--- config.mk ---
export PLATFORM = sky130hd
export DESIGN_NAME = pwm_deadband
export DESIGN_NICKNAME = d
export VERILOG_FILES = /design/src/rtl/dtg_pkg.sv /design/src/rtl/dtg_counter.sv /design/src/rtl/dtg_outstage.sv /design/src/rtl/dtg_channel.sv /design/src/rtl/pwm_deadband.sv
export SDC_FILE = /design/constraint.sdc
export NUM_CORES = 1
export LEC_CHECK = 0
export CAP_MARGIN = 20
export CORE_ASPECT_RATIO = 1.2
export CORE_MARGIN = 5
export CORE_UTILIZATION = 64
export CTS_CLUSTER_SIZE = 40
export DETAILED_ROUTE_END_ITERATION = 16
export DONT_BUFFER_PORTS = 1
export PLACE_DENSITY = 0.77
export SYNTH_ARGS = -nofsm -noshare
export SYNTH_HDL_FRONTEND = slang
export SYNTH_SLANG_ARGS = --single-unit
--- constraint.sdc ---
create_clock -name clk -period 4.9 [get_ports clk]
set_input_delay 0.245 -clock clk [delete_from_list [all_inputs] [get_ports clk]]
set_output_delay 0.245 -clock clk [all_outputs]
set_load 0.02 [all_outputs]
--- src/rtl/dtg_pkg.sv ---
package dtg_pkg;

    localparam int NUM_CH = 3;
    localparam int DT_W   = 8;

    typedef struct packed {
        logic hi;
        logic lo;
    } gate_pair_t;

    typedef enum logic [1:0] {
        CNT_HOLD = 2'd0,
        CNT_LOAD = 2'd1,
        CNT_DEC  = 2'd2,
        CNT_CLR  = 2'd3
    } cnt_op_e;

    // Clear wins over load, load wins over a tick step.
    function automatic cnt_op_e pick_op(
        input logic clr,
        input logic load,
        input logic tick,
        input logic nonzero
    );
        if (clr)                 return CNT_CLR;
        else if (load)           return CNT_LOAD;
        else if (tick && nonzero) return CNT_DEC;
        else                     return CNT_HOLD;
    endfunction

    // Gate selection: nothing before arming or while the countdown runs.
    function automatic gate_pair_t steer(
        input logic cmp,
        input logic cnt_zero,
        input logic armed
    );
        gate_pair_t g;
        g.hi = armed &  cmp & cnt_zero;
        g.lo = armed & ~cmp & cnt_zero;
        return g;
    endfunction

endpackage

--- src/rtl/dtg_counter.sv ---
module dtg_counter
    import dtg_pkg::*;
#(
    parameter int W = DT_W
) (
    input  logic         clk,
    input  logic         rst,
    input  logic         clr,
    input  logic         tick,
    input  logic         load,
    input  logic [W-1:0] load_val,
    output logic [W-1:0] cnt,
    output logic         run
);

    localparam logic [W-1:0] ZERO = '0;
    localparam logic [W-1:0] ONE  = {{(W-1){1'b0}}, 1'b1};

    cnt_op_e op;

    assign run = (cnt != ZERO);
    assign op  = pick_op(clr, load, tick, run);

    always_ff @(posedge clk) begin
        if (rst) begin
            cnt <= ZERO;
        end else begin
            unique case (op)
                CNT_CLR:  cnt <= ZERO;
                CNT_LOAD: cnt <= load_val;
                CNT_DEC:  cnt <= cnt - ONE;
                default:  cnt <= cnt;
            endcase
        end
    end

    // no tick, no load, no clear -> value held
    a_r6_hold_without_tick: assert property (@(posedge clk) disable iff (rst)
        (!clr && !load && !tick) |=> $stable(cnt));

    // a load captures the shared length
    a_r3_load_value: assert property (@(posedge clk) disable iff (rst)
        (load && !clr) |=> (cnt == $past(load_val)));

    // clear empties the countdown
    a_r7_clear_empties: assert property (@(posedge clk) disable iff (rst)
        clr |=> (cnt == ZERO));

endmodule

--- src/rtl/dtg_outstage.sv ---
module dtg_outstage
    import dtg_pkg::*;
(
    input  logic clk,
    input  logic rst,
    input  logic tick,
    input  logic cmp_in,
    input  logic cnt_zero,
    output logic change,
    output logic gate_hi,
    output logic gate_lo
);

    logic       cmp_q;
    logic       armed;
    gate_pair_t pair;

    assign change = (cmp_in != cmp_q);

    always_ff @(posedge clk) begin
        if (rst) begin
            cmp_q <= 1'b0;
            armed <= 1'b0;
        end else begin
            cmp_q <= cmp_in;
            if (tick) armed <= 1'b1;
        end
    end

    assign pair    = steer(cmp_q, cnt_zero, armed);
    assign gate_hi = pair.hi;
    assign gate_lo = pair.lo;

    // a half bridge is never driven shoot-through
    a_r10_never_both_on: assert property (@(posedge clk) disable iff (rst)
        !(gate_hi && gate_lo));

endmodule

--- src/rtl/dtg_channel.sv ---
module dtg_channel
    import dtg_pkg::*;
#(
    parameter int W = DT_W
) (
    input  logic         clk,
    input  logic         rst,
    input  logic         tick,
    input  logic         clr,
    input  logic         cmp_in,
    input  logic         enable,
    input  logic [W-1:0] dt_len,
    output logic         gate_hi,
    output logic         gate_lo,
    output logic         run
);

    logic         change;
    logic         load;
    logic [W-1:0] cnt;

    // A zero length never starts a countdown (bypass, R8)
    assign load = change & enable & (dt_len != '0);

    dtg_counter #(.W(W)) u_cnt (
        .clk      (clk),
        .rst      (rst),
        .clr      (clr),
        .tick     (tick),
        .load     (load),
        .load_val (dt_len),
        .cnt      (cnt),
        .run      (run)
    );

    dtg_outstage u_out (
        .clk      (clk),
        .rst      (rst),
        .tick     (tick),
        .cmp_in   (cmp_in),
        .cnt_zero (cnt == '0),
        .change   (change),
        .gate_hi  (gate_hi),
        .gate_lo  (gate_lo)
    );

    // running countdown keeps both gates off
    a_r5_run_blocks_gates: assert property (@(posedge clk) disable iff (rst)
        run |-> (!gate_hi && !gate_lo));

    // disabled channel never starts a dead band
    a_r2_disabled_no_start: assert property (@(posedge clk) disable iff (rst)
        (change && !enable && !run) |=> !run);

endmodule

--- src/rtl/pwm_deadband.sv ---
module pwm_deadband
    import dtg_pkg::*;
#(
    parameter int N_CH = NUM_CH,
    parameter int W    = DT_W
) (
    input  logic            clk,
    input  logic            rst,
    input  logic            tick_en,
    input  logic            cnt_clr,
    input  logic [N_CH-1:0] cmp_state,
    input  logic [W-1:0]    dt_value,
    input  logic [N_CH-1:0] dt_enable,
    output logic [N_CH-1:0] gate_hi,
    output logic [N_CH-1:0] gate_lo,
    output logic [N_CH-1:0] dt_run
);

    for (genvar ch = 0; ch < N_CH; ch++) begin : g_ch
        dtg_channel #(.W(W)) u_ch (
            .clk     (clk),
            .rst     (rst),
            .tick    (tick_en),
            .clr     (cnt_clr),
            .cmp_in  (cmp_state[ch]),
            .enable  (dt_enable[ch]),
            .dt_len  (dt_value),
            .gate_hi (gate_hi[ch]),
            .gate_lo (gate_lo[ch]),
            .run     (dt_run[ch])
        );
    end

endmodule

[Word level (Yosys, flattened, before mapping)]
Index checks and enable logic that the tools add are counted.
Storage, ports and cells
  memory bits (writable): 0
  bits in latches: 0
  input bits: 18
  memories kept: 0
  output and inout port bits: 9
  register bits after elaboration: 28
  memory bits (read-only): 0
Operators by class
  divide/modulo/power cells: 0
  multiply operators: 0
  equal/unequal tests: 12
  reduce and logical (&&, ||, !) cells: 13
  multiplexer cells: 12
  add/subtract/negate cells: 3
  shift-type cells: 0
  bitwise gates (word level): 21
  order comparisons: 0
Operators with widths (count)
  one-hot mux 8 bit (3 select lines): 3
  nonzero test 8 bit: 4
  logical NOT 8 bit: 3
  subtractor 8 x 1 -> 8 bit (second input constant): 3
  AND 1 bit: 18
  2-to-1 mux 2 bit: 9
  equality test 2 bit (second input constant): 6
  nonzero test 3 bit: 3
  equality test 2 x 1 -> 1 bit (second input constant): 3
  logical AND 1 bit: 3
  != test 1 bit: 3
  NOT 1 bit: 3

[Longest topological paths before layout]
  depth after elaboration: 7
  depth in mapped cells: 10
  depth with buffers taken out: 9

[By module]
A second synthesis with hierarchy kept.
Unflattened totals
  cell total of the unflattened synthesis: 240
  area, all modules: 1993.2 um2
By module, submodules not included
  dtg_counter: area an instance 543.0 um2, cells each 66, times used 3
  dtg_outstage: area an instance 81.3 um2, cells each 7, times used 3
  dtg_channel: area an instance 40.0 um2, cells each 7, times used 3

[Worst setup path before layout]
No wires, ideal clock.
  kind: register to register
  start: register g_ch[2].u_ch.u_cnt.cnt[4]
  end: register g_ch[2].u_ch.u_cnt.cnt[3]
  arrival: 2349 ps
  clock period less this slack: 2420 ps
  stages on the path, launching flop included: 9
  library setup time: 70 ps
  setup slack: 2480 ps
  path through: dfxtp_1 -> nor4_1 -> nand4bb_1 -> a31o_2 -> ha_1 -> nand2b_1 -> or3b_1 -> a21o_1 -> a21oi_1
On the way
  cells in the longest elaborated chain, start to end: 7
  elaborated cells between the ends (all ways): 10
  those cells by class: 3 x eq/ne; 4 x mux; 3 x reduce/logical
Ends and longest elaborated chain
  start: declaration: RTL line dtg_counter.sv:12  | output logic [W-1:0] cnt,
  start signal: assignment: RTL line dtg_counter.sv:30  | CNT_LOAD: cnt <= load_val;
  start signal: assignment: RTL line dtg_counter.sv:31  | CNT_DEC: cnt <= cnt - ONE;
  start signal: assignment: RTL line dtg_counter.sv:32  | default: cnt <= cnt;
  nonzero test 8 bit *: RTL line dtg_counter.sv:21  | assign run = (cnt != ZERO);
  via g_ch[2].u_ch.run: RTL line dtg_channel.sv:15  | output logic run
  logical AND 1 bit *: RTL line dtg_pkg.sv:27  | else if (tick && nonzero) return CNT_DEC;
  2-to-1 mux 2 bit *: RTL line dtg_pkg.sv:27
  2-to-1 mux 2 bit *: RTL line dtg_pkg.sv:26  | else if (load) return CNT_LOAD;
  2-to-1 mux 2 bit *: RTL line dtg_pkg.sv:25  | if (clr) return CNT_CLR;
  equality test 2 bit or equality test 2 x 1 -> 1 bit (tied branches): RTL line dtg_counter.sv:28  | unique case (op)
  one-hot mux 8 bit (3 select lines) or nonzero test 3 bit (tied branches)
Mark *: on every way through the listed nets, which the timed path passes. The rest lies on a longest branch.
A chain may end at the register's enable or synchronous reset.

[Worst setup path in the final report]
  start: register g_ch[2].u_ch.u_cnt.cnt[3]
  end: register g_ch[2].u_ch.u_cnt.cnt[3]
On the way
  cells in the longest elaborated chain, start to end: 7
  elaborated cells between the ends (all ways): 11
  those cells by class: 1 x add/sub; 3 x eq/ne; 4 x mux; 3 x reduce/logical
Ends and longest elaborated chain
  nonzero test 8 bit *: RTL line dtg_counter.sv:21
  via dt_run[2]: RTL line pwm_deadband.sv:16  | output logic [N_CH-1:0] dt_run
  logical AND 1 bit *: RTL line dtg_pkg.sv:27
  2-to-1 mux 2 bit *: RTL line dtg_pkg.sv:27
  2-to-1 mux 2 bit *: RTL line dtg_pkg.sv:26
  2-to-1 mux 2 bit *: RTL line dtg_pkg.sv:25
  equality test 2 bit or equality test 2 x 1 -> 1 bit (tied branches): RTL line dtg_counter.sv:28
  one-hot mux 8 bit (3 select lines) or nonzero test 3 bit (tied branches)
Marks and branches as above.

==> results.cfg <==
[synth]
yosysTopAreaCellShare_pct = 27.88
synth_compound_area_share_pct = 22.78
synth_top_family_by_area = simple AND/OR/NAND/NOR gates
ys_ff_latch = 28
synthXorXnorAreaFrac_pct = 3.920
async_reset_ff_share_pct = 0
synth-edff-count = 0
synth_area_leader_cell = dfxtp_1
synth-seq-area-share_pct = 27.88
syn-num-nets = 288
synth_ff_type = dfxtp_1
synth_cell_types = 43
synth_area_leaders = dfxtp_1 28%, ha_1 9.3%, nor2_1 4.7%
syn_avg_cell_area_um2 = 7.885
synth-simple-area-share_pct = 28.06
yosysWarnings = 0
synthesis.area_um2 = 2011
synthAdderAreaFrac_pct = 9.334
muxShareOfSynthArea_pct = 0
synth_cells = 255

[worst_setup_path]
worstPathMaxFanout = 7
start_kind = register
end_kind = register
critPathKind = reg2reg
cp.arrival_ps = 3260
required_ps = 5160

[power_and_ir_drop]
p_per_area_nw_per_um2 = 308.8
p_leak_nw = 0.7313
intPower_mw = 0.3719
p_sw_mw = 0.2428
seqPwrFrac_pct = 43.8
combPwrFrac_pct = 40.6
pwr-share-clk_pct = 15.6
peakVddDrop_v = 0.0001650
swShare_pct = 39.50

[floorplanning]
boundaryPins = 27
die_area_um2 = 4367
die_h_um = 71.40
fp-row-count = 22
dieWidth_um = 61.17
core_um2 = 3055
initial_core_util_pct = 65.81

[finish]
syn2layout_area_growth_pct = -0.9956
antenna_cells = 0
final_common_cell = dfxtp_1
nets = 277
mostFrequentLayoutCells = 28 x dfxtp_1, 25 x nor2_1, 18 x nand2_1, 17 x inv_1
layout-drive-gt1-share_pct = 4.545
fillers = 279

[detailed_routing]
drc = 0
wl_per_cell_um = 16.47
via_per_inst = 6.486
vias = 1803
wl_um = 4579
ant_nets = 0
dr.first_iter.drc_count = 157
drt-pass1-iter-count = 5

[clocking]
root_buffer = clkbuf_4
cts_setup_buffers = 0
cts_max_level = 1
cts_buffers = 3
cts_tree = built
path_clk_slew_ps = 150
ctsHoldBuffers = 1
clock-sinks = 28
clk_latency_ps = 330
post_cts_resized = 0
clock_path_buffers = 2

[sta]
max-slew-margin-rel_pct = 27.69
whs_ps = 33.24
period_share_pct = 61.16
finalClockSkew_ps = 9.629
period_needed_ps = 2997
fmax_mhz = 333.7
slew_violations = 0
setup_viol = 0
rsz0062_at_grt = false
final_hold_viol_count = 0
finalSetupTns_ps = 0
max_slew.worst_pin.slew_ps = 1081

[run_status]
outcome = complete, no violations

[global_routing]
grt_overflow = 0
grt_pass1_wl_um = 7596
antenna_found_initial = 0
first_global_vias = 1685
grt.total_usage_pct = 22.21
grt_max_degree = 29

[place]
gp_congestion = 0.8292
port_buffers = 0
dp_hpwl_um = 3451

[hold_path]
hold_class = in2reg

[flow_run]
maxCapViolCount = 0
## registers in the layout, summed over array words and instances, names as in the netlist
name	count
g_ch.u_ch.u_cnt.cnt	24
g_ch.u_ch.u_out.cmp_q	3
g_ch.u_ch.u_out.armed	1
## path summary, 6_finish.rpt
kind                             startpoint                   endpoint  slack (ps)  depth (start not counted)
hold reg to reg   g_ch[2].u_ch.u_cnt.cnt[7]  g_ch[2].u_ch.u_cnt.cnt[7]         500                          2
setup reg to reg  g_ch[2].u_ch.u_cnt.cnt[3]  g_ch[2].u_ch.u_cnt.cnt[3]        1900                          8
setup / recovery  g_ch[2].u_ch.u_cnt.cnt[3]  g_ch[2].u_ch.u_cnt.cnt[3]        1900                          8
hold / removal                 cmp_state[1]   g_ch[1].u_ch.u_out.cmp_q          30                          1
## cells in the mapped netlist, drive strengths merged (2+ instances only)
library cell and number:
nor4bb 3, a32o 2, inv 17, dfxtp 28
a211oi 2, nor4 5, a31oi 9, a31o 3
nand2 18, o21a 2, clkbuf 6, nor3 15
nor2 26, a21o 3, a221oi 3, a22oi 10
nor2b 8, ha 15, xor2 5, nand3 10
buf 11, xnor2 4, a21oi 14, a32oi 2
nor3b 2, nand2b 3, o21ai 16, nand4bb 3
nand3b 3
## metrics by stage
| stage | power (mW) | instances | cell area [um2] | worst slack (ps) | utilization (%) |
|---|---|---|---|---|---|
| after detailed placement | 0.5170 | 274 | 1958 | 1960 | 64.09 |
| after global routing | 0.6633 | 278 | 1991 | 1631 | 65.15 |
| final | 0.6147 | 278 | 1991 | 1903 | 65.15 |
| after CTS | 0.6181 | 278 | 1991 | 1911 | 65.15 |
| after global placement | 0.5131 | 274 | 1958 | 2059 | 64.09 |
| after floorplan | 0.4978 | 255 | 2011 | 2480 | - |
## critical path, cell delays in order (launching register included)
cell and delay, ps:
dfxtp_1 370, nor4_1 480, nand4bb_1 450, a31o_2 390, ha_1 320, nand2b_1 240, or3b_1 380, a21o_1 190
a21oi_1 110
## final cells by class
class | count | area, um2 | area share, %
inverter | 17 | 63.81 | 3.206
timing repair buffer | 1 | 10.01 | 0.5028
clock buffer | 3 | 22.52 | 1.131
multi-input combinational | 193 | 1289 | 64.74
sequential | 28 | 560.5 | 28.16
tap | 36 | 45.04 | 2.263
## per-layer routing
metal | vias to the layer above | routed length [um] | track usage [%]
li1 | 891 | - | -
met1 | 839 | 1902 | 28.08
met2 | 64 | 2290 | 36.94
met3 | 9 | 317 | 2.703
met4 | 0 | 68 | 9.398
met5 | - | 0 | 0
## kinds of logic (layout without fill, tap and decap cells)
kind of cell	after synthesis	count (layout)
fa+ha+maj	15	15
buf+inv	34	21
flops	28	28
compound gates	69	69
xor+xnor	9	9
simple gates	100	100
## power groups by stage
stage               clock, mW  combinational [mW]  sequential (mW)
floorplan                   0               0.229            0.269
global route            0.115               0.276            0.273
detailed placement          0               0.243            0.274
finish                 0.0961               0.250            0.269
CTS                    0.0999               0.249            0.269
global placement            0               0.240            0.273
Note: power is estimated with default switching activity, not from simulation.
